[config.mk]
export PLATFORM = sky130hd
export DESIGN_NAME = rst_cause_ctrl
export DESIGN_NICKNAME = d
export VERILOG_FILES = /design/src/rtl/rcc_pkg.sv /design/src/rtl/rcc_sync.sv /design/src/rtl/rcc_regs.sv /design/src/rtl/rcc_seq.sv /design/src/rtl/rst_cause_ctrl.sv
export SDC_FILE = /design/constraint.sdc
export NUM_CORES = 1
export LEC_CHECK = 0
export ABC_AREA = 1
export BUFFER_PORTS_ARGS = -buffer_cell sky130_fd_sc_hd__clkbuf_2
export CAP_MARGIN = 25
export CORE_ASPECT_RATIO = 1.2
export CORE_MARGIN = 2
export CORE_UTILIZATION = 50
export CTS_CLUSTER_SIZE = 40
export DETAILED_ROUTE_END_ITERATION = 6
export PLACE_DENSITY = 0.83
export SKIP_CTS_REPAIR_TIMING = 1
export SYNTH_ARGS = -nofsm -noshare
export SYNTH_HDL_FRONTEND = slang
export SYNTH_HIERARCHICAL = 1
export SYNTH_SLANG_ARGS = --single-unit
export TNS_END_PERCENT = 30
[constraint.sdc]
create_clock -name clk -period 2 [get_ports clk]
set_clock_uncertainty 0.15 [all_clocks]
set_input_delay 0.3 -clock clk [delete_from_list [all_inputs] [get_ports clk]]
set_output_delay 0.3 -clock clk [all_outputs]
set_load 0.01 [all_outputs]
[src/rtl/rcc_pkg.sv]
package rcc_pkg;
    localparam int unsigned DW    = 32;
    localparam int unsigned SRC_W = 32;
    localparam int unsigned AW    = 5;
    localparam int unsigned SW_POS = 31;

    localparam logic [SRC_W-1:0] DEF_IMPL = 32'hC103_0033;

    localparam logic [AW-1:0] OFS_CAUSE = 5'h00;
    localparam logic [AW-1:0] OFS_LIVE  = 5'h04;
    localparam logic [AW-1:0] OFS_HOLD  = 5'h08;
    localparam logic [AW-1:0] OFS_EN    = 5'h0C;
    localparam logic [AW-1:0] OFS_KIND  = 5'h10;
    localparam logic [AW-1:0] OFS_SWCNT = 5'h1C;

    typedef enum logic [1:0] {
        SEQ_IDLE  = 2'd0,
        SEQ_PULSE = 2'd1,
        SEQ_HOLD  = 2'd2
    } seq_state_e;

    typedef struct packed {
        logic [SRC_W-1:0] hold;
        logic [SRC_W-1:0] en;
        logic [SRC_W-1:0] kind;
    } src_cfg_t;

    typedef struct packed {
        logic          wr;
        logic [AW-1:0] addr;
        logic [DW-1:0] data;
    } bus_wr_t;

    // Hot only when no triggering source asks for cold.
    function automatic logic all_hot(input logic [SRC_W-1:0] fire,
                                     input logic [SRC_W-1:0] kind);
        return &(kind | ~fire);
    endfunction

    function automatic logic wr_hit(input bus_wr_t w, input logic [AW-1:0] ofs);
        return w.wr && (w.addr == ofs);
    endfunction
endpackage

[src/rtl/rcc_sync.sv]
module rcc_sync #(
    parameter int unsigned W = 31
) (
    input  logic         clk,
    input  logic         por_rst,
    input  logic [W-1:0] raw_i,
    output logic [W-1:0] sync_o
);
    logic [W-1:0] stage1_q;
    logic [W-1:0] stage2_q;

    always_ff @(posedge clk) begin
        if (por_rst) begin
            stage1_q <= '0;
            stage2_q <= '0;
        end else begin
            stage1_q <= raw_i;
            stage2_q <= stage1_q;
        end
    end

    assign sync_o = stage2_q;
endmodule

[src/rtl/rcc_regs.sv]
module rcc_regs
    import rcc_pkg::*;
#(
    parameter logic [SRC_W-1:0] IMPL_MASK = DEF_IMPL
) (
    input  logic             clk,
    input  logic             por_rst,
    input  bus_wr_t          wr_i,
    input  logic [SRC_W-1:0] fire_i,
    input  logic             tick_i,
    output src_cfg_t         cfg_o,
    output logic [SRC_W-1:0] cause_o,
    output logic [DW-1:0]    swcnt_o
);
    src_cfg_t         cfg_q;
    logic [SRC_W-1:0] cause_q;
    logic [DW-1:0]    cnt_q;
    logic [SRC_W-1:0] clr_mask;
    logic [SRC_W-1:0] wmask;

    assign wmask    = wr_i.data[SRC_W-1:0] & IMPL_MASK;
    assign clr_mask = wr_hit(wr_i, OFS_CAUSE) ? wmask : '0;

    always_ff @(posedge clk) begin
        if (por_rst) begin
            cfg_q   <= '0;
            cause_q <= '0;
            cnt_q   <= '0;
        end else begin
            if (wr_hit(wr_i, OFS_HOLD)) cfg_q.hold <= wmask;
            if (wr_hit(wr_i, OFS_EN))   cfg_q.en   <= wmask;
            if (wr_hit(wr_i, OFS_KIND)) cfg_q.kind <= wmask;
            cause_q <= (cause_q & ~clr_mask) | (fire_i & IMPL_MASK);
            if (wr_hit(wr_i, OFS_SWCNT)) begin
                cnt_q <= wr_i.data;
            end else if (tick_i && (cnt_q != '0)) begin
                cnt_q <= cnt_q - 1'b1;
            end
        end
    end

    assign cfg_o   = cfg_q;
    assign cause_o = cause_q;
    assign swcnt_o = cnt_q;

    AST_CAUSE_STICKY: assert property (@(posedge clk) disable iff (por_rst)
        (cause_q != '0) |=> ((cause_q & $past(cause_q & ~clr_mask)) == $past(cause_q & ~clr_mask)))
        else $error("cause bit lost without clear");
    AST_CAUSE_CAPTURE: assert property (@(posedge clk) disable iff (por_rst)
        (fire_i != '0) |=> ((cause_q & $past(fire_i)) == $past(fire_i)))
        else $error("triggering source not recorded");
    AST_CNT_FLOOR: assert property (@(posedge clk) disable iff (por_rst)
        ((cnt_q == '0) && !wr_hit(wr_i, OFS_SWCNT)) |=> (cnt_q == '0))
        else $error("counter moved below zero");
endmodule

[src/rtl/rcc_seq.sv]
module rcc_seq
    import rcc_pkg::*;
#(
    parameter int unsigned MIN_PULSE = 16
) (
    input  logic             clk,
    input  logic             por_rst,
    input  logic [SRC_W-1:0] status_i,
    input  src_cfg_t         cfg_i,
    output logic [SRC_W-1:0] fire_o,
    output logic             sys_rst_o,
    output logic             hot_o
);
    localparam int unsigned PW = $clog2(MIN_PULSE + 1);

    seq_state_e       st_q;
    logic [PW-1:0]    len_q;
    logic [SRC_W-1:0] held_q;
    logic [SRC_W-1:0] spent_q;
    logic             hot_q;
    logic [SRC_W-1:0] cand;
    logic             held_live;

    assign cand      = status_i & cfg_i.en & ~spent_q;
    assign fire_o    = (st_q == SEQ_IDLE) ? cand : '0;
    assign held_live = |(held_q & status_i);

    always_ff @(posedge clk) begin
        if (por_rst) begin
            st_q    <= SEQ_IDLE;
            len_q   <= '0;
            held_q  <= '0;
            spent_q <= '0;
            hot_q   <= 1'b0;
        end else begin
            spent_q <= (spent_q | fire_o) & status_i;
            unique case (st_q)
                SEQ_IDLE: begin
                    if (fire_o != '0) begin
                        st_q   <= SEQ_PULSE;
                        len_q  <= PW'(MIN_PULSE - 1);
                        held_q <= fire_o & cfg_i.hold;
                        hot_q  <= all_hot(fire_o, cfg_i.kind);
                    end
                end
                SEQ_PULSE: begin
                    if (len_q != '0) begin
                        len_q <= len_q - 1'b1;
                    end else if (held_live) begin
                        st_q <= SEQ_HOLD;
                    end else begin
                        st_q <= SEQ_IDLE;
                    end
                end
                SEQ_HOLD: begin
                    if (!held_live) st_q <= SEQ_IDLE;
                end
                default: st_q <= SEQ_IDLE;
            endcase
        end
    end

    assign sys_rst_o = (st_q != SEQ_IDLE);
    assign hot_o     = hot_q;

    // Checker-only count of high cycles, saturating at MIN_PULSE.
    logic [PW-1:0] hi_len_q;
    always_ff @(posedge clk) begin
        if (por_rst || !sys_rst_o) hi_len_q <= '0;
        else if (hi_len_q != PW'(MIN_PULSE)) hi_len_q <= hi_len_q + 1'b1;
    end

    AST_ONLY_ENABLED: assert property (@(posedge clk) disable iff (por_rst)
        $rose(sys_rst_o) |-> (|($past(status_i) & $past(cfg_i.en))))
        else $error("reset started without enabled source");
    AST_MIN_WIDTH: assert property (@(posedge clk) disable iff (por_rst)
        $fell(sys_rst_o) |-> (hi_len_q == PW'(MIN_PULSE)))
        else $error("reset pulse too short");
    AST_HOLD_STAYS: assert property (@(posedge clk) disable iff (por_rst)
        (sys_rst_o && held_live) |=> sys_rst_o)
        else $error("reset released while held source active");
endmodule

[src/rtl/rst_cause_ctrl.sv]
module rst_cause_ctrl
    import rcc_pkg::*;
#(
    parameter int unsigned      MIN_PULSE = 16,
    parameter logic [SRC_W-1:0] IMPL_MASK = DEF_IMPL
) (
    input  logic             clk,
    input  logic             por_rst,
    input  logic [SRC_W-2:0] src_req_i,
    input  logic             tick_i,
    input  logic             bus_en_i,
    input  logic             bus_we_i,
    input  logic [AW-1:0]    bus_addr_i,
    input  logic [DW-1:0]    bus_wdata_i,
    output logic [DW-1:0]    bus_rdata_o,
    output logic             sys_rst_o,
    output logic             rst_hot_o
);
    logic [SRC_W-2:0] hw_sync;
    logic [SRC_W-1:0] status;
    logic [SRC_W-1:0] fire;
    logic [SRC_W-1:0] cause;
    logic [DW-1:0]    swcnt;
    src_cfg_t         cfg;
    bus_wr_t          wr;
    logic             sw_req;

    rcc_sync #(.W(SRC_W - 1)) u_sync (
        .clk    (clk),
        .por_rst(por_rst),
        .raw_i  (src_req_i),
        .sync_o (hw_sync)
    );

    assign sw_req = (swcnt == DW'(2));
    assign status = {sw_req, hw_sync} & IMPL_MASK;

    assign wr.wr   = bus_en_i && bus_we_i;
    assign wr.addr = bus_addr_i;
    assign wr.data = bus_wdata_i;

    rcc_regs #(.IMPL_MASK(IMPL_MASK)) u_regs (
        .clk    (clk),
        .por_rst(por_rst),
        .wr_i   (wr),
        .fire_i (fire),
        .tick_i (tick_i),
        .cfg_o  (cfg),
        .cause_o(cause),
        .swcnt_o(swcnt)
    );

    rcc_seq #(.MIN_PULSE(MIN_PULSE)) u_seq (
        .clk      (clk),
        .por_rst  (por_rst),
        .status_i (status),
        .cfg_i    (cfg),
        .fire_o   (fire),
        .sys_rst_o(sys_rst_o),
        .hot_o    (rst_hot_o)
    );

    always_comb begin
        bus_rdata_o = '0;
        if (bus_en_i && !bus_we_i) begin
            unique case (bus_addr_i)
                OFS_CAUSE: bus_rdata_o = cause;
                OFS_LIVE:  bus_rdata_o = status;
                OFS_HOLD:  bus_rdata_o = cfg.hold;
                OFS_EN:    bus_rdata_o = cfg.en;
                OFS_KIND:  bus_rdata_o = cfg.kind;
                OFS_SWCNT: bus_rdata_o = swcnt;
                default:   bus_rdata_o = '0;
            endcase
        end
    end

    AST_STATUS_SW: assert property (@(posedge clk) disable iff (por_rst)
        (bus_en_i && !bus_we_i && bus_addr_i == OFS_LIVE && swcnt == DW'(2)
         && IMPL_MASK[SW_POS]) |-> bus_rdata_o[SW_POS])
        else $error("software source not visible in status");
endmodule

==> run summary, run 1 <==
The count of cell instances traversed by the critical path came out at 7. Setup repair after global routing could not meet its margin everywhere. Among all stages on the critical path, the largest delay is contributed by dfxtp_1. The clock passes through at most 2 buffers. The wire-length estimate of the detail-placed layout is 22400 um. Relative to the synthesized area, the layout overhead comes to 23.1%.

In the routed design, unresolved DRC markers number 1. The clock net sink count is 156. The largest stage delay on the critical path is 0.31 ns. The count of buffer and inverter cells on the critical path is 2. The number of top-level design ports is 107. The detailed-routing iteration count for the pre-antenna-repair pass came out at 7. The per-cell routed wire length is 14.3 um. The wire length after detailed routing came out at 30400 um. The switching power of the nets came out at 2650 uW.

The critical setup path kind is flop to primary output. The path type of the worst min-delay path is input pin to flop. The number of rows in the core area is 57. The final-report hold violation count came out at 0. The total of endpoints with negative setup slack in the final report is 51. The flow ran to the end, but the final reports show violations. The checks that failed: DRC, setup timing. Dividing the synthesized area by the synthesized cell count gives 6.39 um^2. The diode insertion count for antenna repair came out at 0. The data arrival time at the worst-slack endpoint came out at 1.81 ns. The required time of the critical path came out at 1.55 ns. TritonCTS built the clock tree.

The number of buffers created by CTS is 17. In this run the cell area of the synthesized design comes to 0.0101 mm^2. The core footprint came out at 0.0200 mm^2. The antenna violation net count after detailed routing is 0. Tracing the worst setup path back leads to its startpoint at u_regs/swcnt_o[16].

The floorplan die width came out at 134 um. Overall power consumption after layout is estimated at 8720 uW. The worst setup margin is -0.263 ns. The post-route netlist has 20.1% of its cells at a drive strength greater than 1. The worst setup path is launched from a flop. The final layout net count came out at 1915. The startpoint identified for the worst register-to-register timing path is u_regs/swcnt_o[22].

Clock-pin slew was measured on the worst setup and hold paths at 0.07 ns. Timing would allow up to 442 MHz. The final global-route overflow total came out at 0. The area enclosed by the die boundary came out at 0.0214 mm^2. The peak-usage layer in the global routing report is met2. The later pin in the worst-skew pair is clocked with a latency of 0.44 ns. The effective utilization at floorplan is 50.5%. The endpoint of the most critical setup path is bus_rdata_o[31]. In this run, the combinational gates consume 20.7% of the power. The number of slew-limit violations in the final report came out at 0. The root buffer cell chosen for the clock tree is clkbuf_16.

The number of global-route vias before repair is 9769. The share of total power in the clock network is 41.6%. The areal power density over the cells came out at 701 mW/mm^2. The worst path uses 113% of the clock period. The maximum number of pins on one net before global-route repair came out at 85.

The worst register-to-register path has a depth of 13. The endpoint identified for the worst register-to-register timing path is u_seq/held_q[6]. The number of antenna violations at the first check in global routing came out at 0. The internal power summed over all cells came out at 6070 uW. The routed layout has 10641 vias.

The number of warnings printed during yosys synthesis is 6. In the global route stage, met1 resource usage came out at 32.1%. Max-cap violations in this run came to 0. The share of total power dissipated in sequential elements is 37.7%. At the end of routability-driven placement, the weighted congestion stood at 0.972.

The count of input and output buffers is 83. The level count of the clock H-tree came out at 4. The minimum clock period is 2.26 ns. The y dimension of the die is 160 um. Net switching is 30.3% of the power. The met2 usage is 46.9%. The violation count after the first detailed-routing iteration is 1113.

The global-route total usage across every layer came out at 27.2%. The number of fill cells came out at 1732. The largest vdd supply drop came out at 0.594 mV.

The standby leakage power is 0.00614 uW. The final total negative setup slack came out at -7.53 ns. The global-route wire length before repair is 46400 um. The average vias per placed instance is 5.03.

The maximum fanout along the worst path came out at 2. Synthesis produced a netlist whose cell count is 1582. The signal on the critical path passes through nor2_1 -> nand4_1 -> buf_4 -> nor2_2 -> nand3_1 -> a21oi_2 -> clkbuf_2.

The register-to-register setup slack came out at -0.21 ns. Among cell families on the critical path, the largest total delay comes from simple AND/OR/NAND/NOR gates. The kind of capture point of the worst setup path is a primary output. The met3 global-route usage came out at 4.67%.
stage by stage:
stage               area [um^2]  utilization, %  setup WS, ns  std cells  hold WS (ns)
finish                    12400            62.1        -0.263       2117        0.0104
global route              12400            62.1        -0.365       2117        0.0442
CTS                       12200            60.7        -0.345       2106        -0.113
detailed placement        11500            57.4        -0.189       2074         0.242
global placement          11500            57.4        -0.177       2074         0.241
floorplan                 10700               -        0.0286       1741         0.238
cells in the final DEF (no fill, tap or decap), drive strengths merged, types with 12 or more instances in the layout:
master,n
inv,164
o21ai,100
a21oi,87
o22ai,16
clkbuf,98
nand3,106
nor3,21
xor2,12
buf,138
nor2,317
dfxtp,156
nand4,19
conb,161
nand2,413
final cells by class:
| class | count | area (um^2) | area share, % |
|---|---|---|---|
| multi-input combinational | 1283 | 6090 | 49.0 |
| timing repair buffer | 226 | 1650 | 13.3 |
| sequential | 156 | 3130 | 25.1 |
| clock inverter | 14 | 216 | 1.74 |
| inverter | 155 | 589 | 4.73 |
| tap | 265 | 332 | 2.66 |
| clock buffer | 18 | 439 | 3.53 |
how the worst min path moves through the flow:
stage,from,end,slack (ns),depth (start not counted)
final,bus_wdata_i[29],u_regs/swcnt_o[29],0.01,5
after global routing,bus_wdata_i[9],u_regs/swcnt_o[9],0.04,3
after CTS,src_req_i[16],u_sync/stage1_q[16],-0.11,3
after detailed placement,u_sync/stage1_q[4],u_sync/sync_o[4],0.24,2
after global placement,u_sync/stage1_q[5],u_sync/sync_o[5],0.24,2
after floorplan,u_sync/stage1_q[0],u_sync/sync_o[0],0.24,2
worst reg2reg max path, delay by kind of cell, from the launching register on:
family,cells,cell delay [ns]
AOI/OAI and AO/OA,1,0.06
buffers and inverters,2,0.22
DFF,1,0.33
and+or+nand+nor,10,1.33
sequential cells by signal, summed over array words and instances, names as in the netlist, 2 cells and up:
signal and cells:
u_regs/cause_o 9, u_regs/cfg_o 27, u_regs/swcnt_o 32, u_seq/held_q 32, u_seq/len_q 5, u_seq/spent_q 32, u_seq/st_q 2, u_sync/stage1_q 8
u_sync/sync_o 8
routing by layer:
| metal | part of all wire (%) | wire length (um) | up-vias |
|---|---|---|---|
| li1 | - | - | 5276 |
| met1 | 40 | 12100 | 4837 |
| met2 | 49 | 14900 | 432 |
| met3 | 6.5 | 1980 | 96 |
| met4 | 4.7 | 1420 | 0 |
| met5 | 0 | 0 | - |
power by group through the flow:
stage / logic (uW) / registers [uW] / clock network (uW)
global placement: 1600 / 3350 / 0
finish: 1810 / 3280 / 3630
global route: 1970 / 3300 / 3790
CTS: 1640 / 3280 / 3660
detailed placement: 1630 / 3350 / 0
floorplan: 1140 / 3380 / 0
Note: power is estimated with default switching activity, not from simulation.
==> run 2, diff against run 1 <==
--- a/config.mk
+++ b/config.mk
@@ -13,10 +13,10 @@
 export CORE_UTILIZATION = 50
 export CTS_CLUSTER_SIZE = 40
 export DETAILED_ROUTE_END_ITERATION = 6
-export PLACE_DENSITY = 0.83
+export PLACE_DENSITY = 0.86
 export SKIP_CTS_REPAIR_TIMING = 1
+export SLEW_MARGIN = 20
 export SYNTH_ARGS = -nofsm -noshare
 export SYNTH_HDL_FRONTEND = slang
-export SYNTH_HIERARCHICAL = 1
 export SYNTH_SLANG_ARGS = --single-unit
 export TNS_END_PERCENT = 30
==> run 2 against run 1 <==
Against the previous run:
- the run ends with hold timing, setup timing left
- fmax rose by 5.4%
- total power up 41%
- register-to-register slack gained 0.27 ns
==> run summary, run 2 <==
The average vias per placed instance came out at 5.38. The CTS tree is yes. After synthesis, the mean cell area works out to 6.25 um^2.

The post-synthesis instance area came out at 0.00611 mm^2. Setup slack on the worst reg-to-reg path comes out at 0.06 ns. The area fraction in and, or, nand and nor cells after synthesis is 38.3%. The category of cells accounting for the largest share of critical-path delay is simple AND/OR/NAND/NOR gates. Leaving out fill and tap cells, the most frequent cell in the layout is nand2_1. The worst setup margin came out at -0.147 ns. The count of nets left with antenna violations once routing finished came out at 0.

The detailed-routing iteration count for the pre-antenna-repair pass is 5. The minimum clock period came out at 2.15 ns. The worst register-to-register path has a depth of 11.

The final HPWL from detailed placement is 13800 um. The share of the Yosys chip area taken by registers is 36.0%. In the final design database the tool counted 1199 nets. The core footprint came out at 0.0120 mm^2.

The H-tree was split into 3 levels. The layout overhead on the synthesized area came out at 27.2%. The final-report hold violation count came out at 6. The largest vdd supply drop is 0.983 mV.

The highest attainable clock frequency came out at 466 MHz. The total of endpoints with negative setup slack in the final report came out at 5. The floorplan die width came out at 105 um. The number of slew-limit violations in the final report came out at 0. nand2_1 is the most common cell in the netlist. The number of antenna violations at the first check in global routing was 0. The total cell area at the placement stage came out at 0.00707 mm^2. The critical path crosses 8 cells after its start point. The initial utilization of the core area, before any placement, comes to 50.9%. STA classifies the critical path startpoint as a flop.

Counting along the longest clock path gives a buffer depth of 2. Of the post-synthesis cell area, the part taken by muxes is 0%. Of all flip-flops after synthesis, the portion carrying an async set or reset was 0%. The combinational family with the most area after synthesis is simple AND/OR/NAND/NOR gates. The top cell types in the final layout, fill and taps aside, are nand2_1 (240), nor2_1 (142), inv_1 (113). The routability-driven placement congestion ratio is 0.963. The diode insertion count for antenna repair came out at 0. The synthesized design contains 110 register bits. By area the synthesized netlist is led by dfxtp_1 (36%), nand2_1 (15%), nor2_1 (9.6%). Hold timing on the final database bottoms out at a slack of -0.0228 ns.

The share of Yosys cell area claimed by the top area cell type came out at 36.0%. The instance count of the mapped netlist came out at 977. The post-synthesis adder-cell area fraction came out at 1.02%.

The final design utilization is 64.8%. In this run the worst path has a maximum fanout of 4. The area enclosed by the die boundary came out at 0.0131 mm^2.

Among all stages on the critical path, the largest delay is contributed by dfxtp_2. Clock latency on the worst-skew pair, taken at its later pin, is 0.36 ns. In this run the worst hold path is classified as input pin to flop. The final critical-path share of the clock period came out at 107%. Following the worst setup path forward leads to its endpoint at bus_rdata_o[31].

Clock tree synthesis found a total of 110 sinks. The count of flip-flops with a built-in enable after synthesis is 0. The xor and xnor fraction of the mapped netlist area is 1.29%. The data arrival time at the worst-slack endpoint is 1.70 ns. The count of buffer and inverter cells on the critical path is 1. The largest stage delay on the critical path is 0.34 ns. The number of violations of the max-capacitance limit is 0. The number of buffers created by CTS came out at 9. The first global-routing pass estimated 30300 um of wire. The proportion of layout cells with a drive suffix above 1 is 23.4%. The complex-gate fraction of the synthesized area is 13.2%. The y dimension of the die is 125 um. In this run the critical register-to-register path is captured at u_seq.hot_o. After clock tree synthesis, the clock-pin slew on the worst setup and hold paths is 0.07 ns.

In this run the critical register-to-register path is launched from u_regs.swcnt_o[7]. The maximum number of pins on one net before global-route repair is 61. The cell type contributing the most total cell area after synthesis is dfxtp_1. Global routing consumed, over all layers together, 28.6% of the routing resources.

The run finished, with violations left. The signal on the critical path passes through nor2_2 -> nand2_1 -> nor2_2 -> nand2_2 -> nor2_4 -> a21oi_2 -> a21oi_2 -> buf_2. The max-slew headroom at the worst pin came out at 52.3%. The via count is 6921. For this run, the leading register cell type out of synthesis is dfxtp_1. The violation count after the first detailed-routing iteration came out at 670. The checks that failed: hold timing, setup timing. For this run, design rule violations remaining after detail routing come to 0. For this design the ratio of total power to cell area is 1580 mW/mm^2. The launch point of the worst path is u_regs.swcnt_o[7]. The clock tree root driver cell is clkbuf_16. The number of top-level design ports came out at 107.

The wire length after detailed routing is 19300 um. The final global-route overflow total is 0. The count of input and output buffers is 83. In the final routed layout, each cell accounts on average for 15.0 um.

The number of global-route vias before repair was 6471. Counting instances in the post-synthesis netlist gives the leading cell types as nand2_1 (247), nor2_1 (157), inv_1 (119), dfxtp_1 (110), o21ai_0 (72). The kind of capture point of the worst setup path is a primary output.

The number of rows in the core area is 44. The required time of the critical path is 1.55 ns. The synthesized net count came out at 1055. After synthesis, the netlist uses 36 different library cells. The critical path in this run is classified as flop to primary output. The post-route cell area is 0.00777 mm^2.

The register with the most flip-flops in the layout has 32 of them. For this design the static power due to leakage is 0.00369 uW. The number of warnings printed during yosys synthesis is 0. The startpoint of the worst hold path is src_req_i[5]. The transition time at the pin with the least slew margin is 0.715 ns. Setup repair after global routing could not meet its margin everywhere.
## run 2: final cells by class
class / count / area [um^2]
tap: 161 / 201
multi-input combinational: 712 / 3460
sequential: 110 / 2220
fill: 1077 / 4230
clock buffer: 10 / 239
inverter: 124 / 477
clock inverter: 6 / 67.6
timing repair buffer: 164 / 1110
## run 2: worst reg2reg max path, stage by stage, from the launching register on
cell,delay [ns]
dfxtp_2,0.34
nor2_2,0.16
nand2_1,0.11
nor2_2,0.16
nand2_2,0.10
nor2_4,0.11
buf_4,0.12
buf_4,0.11
nand2_4,0.08
or2_0,0.23
nand3_1,0.12
nor2_1,0.05
## run 2: kinds of logic after synthesis
| family | after synthesis |
|---|---|
| simple gates | 549 |
| flops | 110 |
| xor+xnor | 9 |
| fa+ha+maj | 5 |
| compound gates | 149 |
| buf+inv | 155 |
## run 2: worst min path at each step
stage                              end  cells past startpoint
detailed placement    u_sync.sync_o[5]                      2
global route        u_sync.stage1_q[1]                      3
finish              u_sync.stage1_q[5]                      3
floorplan             u_sync.sync_o[0]                      2
CTS                 u_sync.stage1_q[4]                      3
global placement     u_sync.sync_o[17]                      2
## run 2: layer usage
metal | GRT usage [%] | part of all wire (%) | up-vias
li1 | - | - | 3402
met1 | 34.2 | 38 | 3118
met2 | 50.5 | 49 | 321
met3 | 2.50 | 7.7 | 80
met4 | 15.6 | 5.1 | 0
met5 | 0 | 0 | -
## run 2: metrics by stage
stage,cells,setup TNS [ns],setup WS [ns],total power (uW)
floorplan,977,0,0.250,7500
global placement,1251,-0.0184,-0.0184,9290
detailed placement,1251,-0.412,-0.0867,9420
CTS,1267,-0.855,-0.341,11300
global route,1287,-1.33,-0.221,13200
finish,1287,-0.212,-0.147,12300
## run 2: report_power, final
part,internal (uW),switching (uW),leakage (uW)
clock network,1020,851,0.000151
logic,2840,4670,0.00264
registers,2540,333,0.000897
==> run 3, diff against run 2 <==
--- a/config.mk
+++ b/config.mk
@@ -6,14 +6,14 @@
 export NUM_CORES = 1
 export LEC_CHECK = 0
 export ABC_AREA = 1
-export BUFFER_PORTS_ARGS = -buffer_cell sky130_fd_sc_hd__clkbuf_2
 export CAP_MARGIN = 25
 export CORE_ASPECT_RATIO = 1.2
 export CORE_MARGIN = 2
 export CORE_UTILIZATION = 50
 export CTS_CLUSTER_SIZE = 40
 export DETAILED_ROUTE_END_ITERATION = 6
-export PLACE_DENSITY = 0.86
+export DONT_BUFFER_PORTS = 1
+export PLACE_DENSITY = 0.79
 export SKIP_CTS_REPAIR_TIMING = 1
 export SLEW_MARGIN = 20
 export SYNTH_ARGS = -nofsm -noshare
==> run 3 against run 2 <==
Against the previous run:
- the run still ends with hold timing, setup timing left
- combinational power down 0.5%
- final area fell by 3.3%
- register-to-register slack better by 0.02 ns
- sequential share of layout area grew 0.99 points
- core utilization is 2.1 points lower
- worst setup slack improved by 0.012 ns
- critical path depth unchanged
- cell count down 3.8%
- highest routed layer unchanged
==> run summary, run 3 (synthesis results as in run 2) <==
The post-placement worst setup slack came out at 0.0342 ns. The run finished, with violations left. The per-cell routed wire length came out at 15.0 um. In the global route stage, overall resource usage came out at 27.7%.

After filler insertion, the fill cell instance count of the layout stands at 1115. The area enclosed by the die boundary is 0.0131 mm^2. The floorplan die width is 105 um. In this design, the critical path's most frequently occurring cell is nor2_4.

The HPWL after detailed placement is 13300 um. The transition time at the pin with the least slew margin is 0.499 ns. The minimum clock period is 2.14 ns. The proportion of layout cells with a drive suffix above 1 came out at 17.5%.

The layout overhead on the synthesized area came out at 23.0%. The highest attainable clock frequency is 468 MHz. The level count of the clock H-tree is 3. The first detailed-routing pass took 7 iterations. The standard cell with the maximum stage delay on the critical path is dfxtp_4.

The number of rows in the core area came out at 44. The number of buffers created by CTS came out at 9. The worst-skew pair later-pin latency is 0.36 ns. The share of total power in combinational logic is 61.4%. The switching power share of the total is 48.1%. The maximum number of pins on one net before global-route repair is 62. The internal power summed over all cells is 6300 uW.

The y dimension of the die came out at 125 um. The critical path is of the flop to primary output type. The diode insertion count for antenna repair is 0.

In this run the tool buffered the top-level ports with 0 buffer cells. The routability-driven placement congestion ratio came out at 1.01. Data on the critical path is required at its endpoint by 1.55 ns. The data arrival time at the worst-slack endpoint is 1.69 ns. Summed over all layers, the routed wires come to 18600 um. In the layout the commonest cells are nand2_1 (244), nor2_1 (143), inv_1 (116). The final global-route overflow total is 0. The library cell used most frequently in the layout, excluding fill and tap cells, is nand2_1.

The largest vdd supply drop came out at 1.09 mV. The standby leakage power came out at 0.00346 uW. The worst setup margin came out at -0.135 ns. Clock tree synthesis selected as its root buffer the cell clkbuf_16. STA classifies the critical path endpoint as a primary output. TritonCTS built the clock tree. The final-report hold violation count is 5. The hold slack is -0.00795 ns. The number of slew-limit violations in the final report is 0. The areal power density over the cells came out at 1620 mW/mm^2. The max-slew headroom at the worst pin came out at 66.7%.

Walking the worst path, the cells encountered are nor2_4 -> nand2_4 -> nor2_4 -> nand2_4 -> nor2_4 -> a21oi_2 -> a21oi_2 -> buf_4. Registers are responsible for 23.9% of the overall power. The via count came out at 6665. The switching power of the nets is 5850 uW. The violation count after the first detailed-routing iteration is 530. The final design utilization came out at 62.6%. The min-delay analysis places its worst path in the category input pin to flop. Per report_power, the clock group accounts for 14.7% of the total. STA classifies the critical path startpoint as a flop. In the routed layout, each cell is associated on average with a via count of 5.38.

The final reports fail on hold timing, setup timing. The number of global-route vias before repair came out at 6173. The clock net sink count came out at 110. During I/O placement, the number of pins put on the boundary was 107.

The number of violations of the max-capacitance limit is 0. After detailed routing, the number of remaining DRC violations is 0. Setup violations remaining at the end of the flow were counted as 1. The worst register-to-register path has a setup slack of 0.08 ns.

Clock-pin slew was measured on the worst setup and hold paths at 0.08 ns. The maximum fanout along the worst path came out at 4. The final layout net count came out at 1150.

The largest stage delay on the critical path came out at 0.37 ns. The number of flip-flops under the largest register name is 32. The final critical-path share of the clock period is 107%. The number of antenna violations at the first check in global routing came out at 0. The effective utilization at floorplan came out at 50.9%. The antenna violation net count after detailed routing came out at 0.

The clock tree buffer depth is 2. In this run the standard cell core region covers 0.0120 mm^2. The global-route wire length before repair is 29300 um. Setup repair after global routing could not meet its margin everywhere.
## run 3: metal layers
| layer | vias to the layer above | GRT usage, % | share of wire (%) |
|---|---|---|---|
| li1 | 3311 | - | - |
| met1 | 3024 | 32.4 | 39 |
| met2 | 277 | 48.5 | 50 |
| met3 | 53 | 4.28 | 7.2 |
| met4 | 0 | 14.9 | 4.0 |
| met5 | - | 0 | 0 |
## run 3: power by group through the flow
stage	registers, uW	logic [uW]	clock network, uW
after floorplan	2850	4650	0
after global placement	2840	6380	0
after detailed placement	2850	6450	0
after CTS	2800	6510	1800
after global routing	2930	8340	1900
final	2900	7470	1780
## run 3: worst max-delay path, delay by kind of cell, from the launching register on
| kind | cells | cell delay (ns) |
|---|---|---|
| AOI/OAI and AO/OA | 2 | 0.23 |
| buffers and inverters | 1 | 0.14 |
| and+or+nand+nor | 5 | 0.59 |
| DFF | 1 | 0.37 |
## run 3: area by class of cell
cell class	count	area, um^2	share of cell area (%)
Timing Repair Buffer	115	943	12.5
Clock buffer	9	225	3.00
Tap cell	161	201	2.68
Sequential cell	110	2220	29.5
Inverter	124	470	6.26
Clock inverter	7	65.1	0.866
Multi-Input combinational cell	712	3390	45.1
## run 3: path summary, 6_finish.rpt
| check | cells past startpoint | start | endpoint |
|---|---|---|---|
| worst max-delay path | 8 | u_regs.swcnt_o[19] | bus_rdata_o[31] |
| worst min register to register | 2 | u_sync.stage1_q[1] | u_sync.sync_o[1] |
| worst min-delay path | 2 | bus_wdata_i[17] | u_regs.cfg_o[81] |
| worst max register to register | 9 | u_regs.swcnt_o[0] | u_regs.swcnt_o[28] |
## run 3: per-stage QoR
| step | setup TNS (ns) | area [um^2] | total power (uW) | hold slack (ns) | std cells |
|---|---|---|---|---|---|
| after floorplan | 0 | 6110 | 7500 | 0.238 | 977 |
| after global placement | 0 | 6860 | 9220 | 0.226 | 1197 |
| after detailed placement | 0 | 6860 | 9300 | 0.224 | 1197 |
| after CTS | -0.335 | 7150 | 11100 | -0.154 | 1213 |
| after global routing | -0.310 | 7520 | 13200 | -0.00509 | 1238 |
| final | -0.135 | 7520 | 12200 | -0.00795 | 1238 |
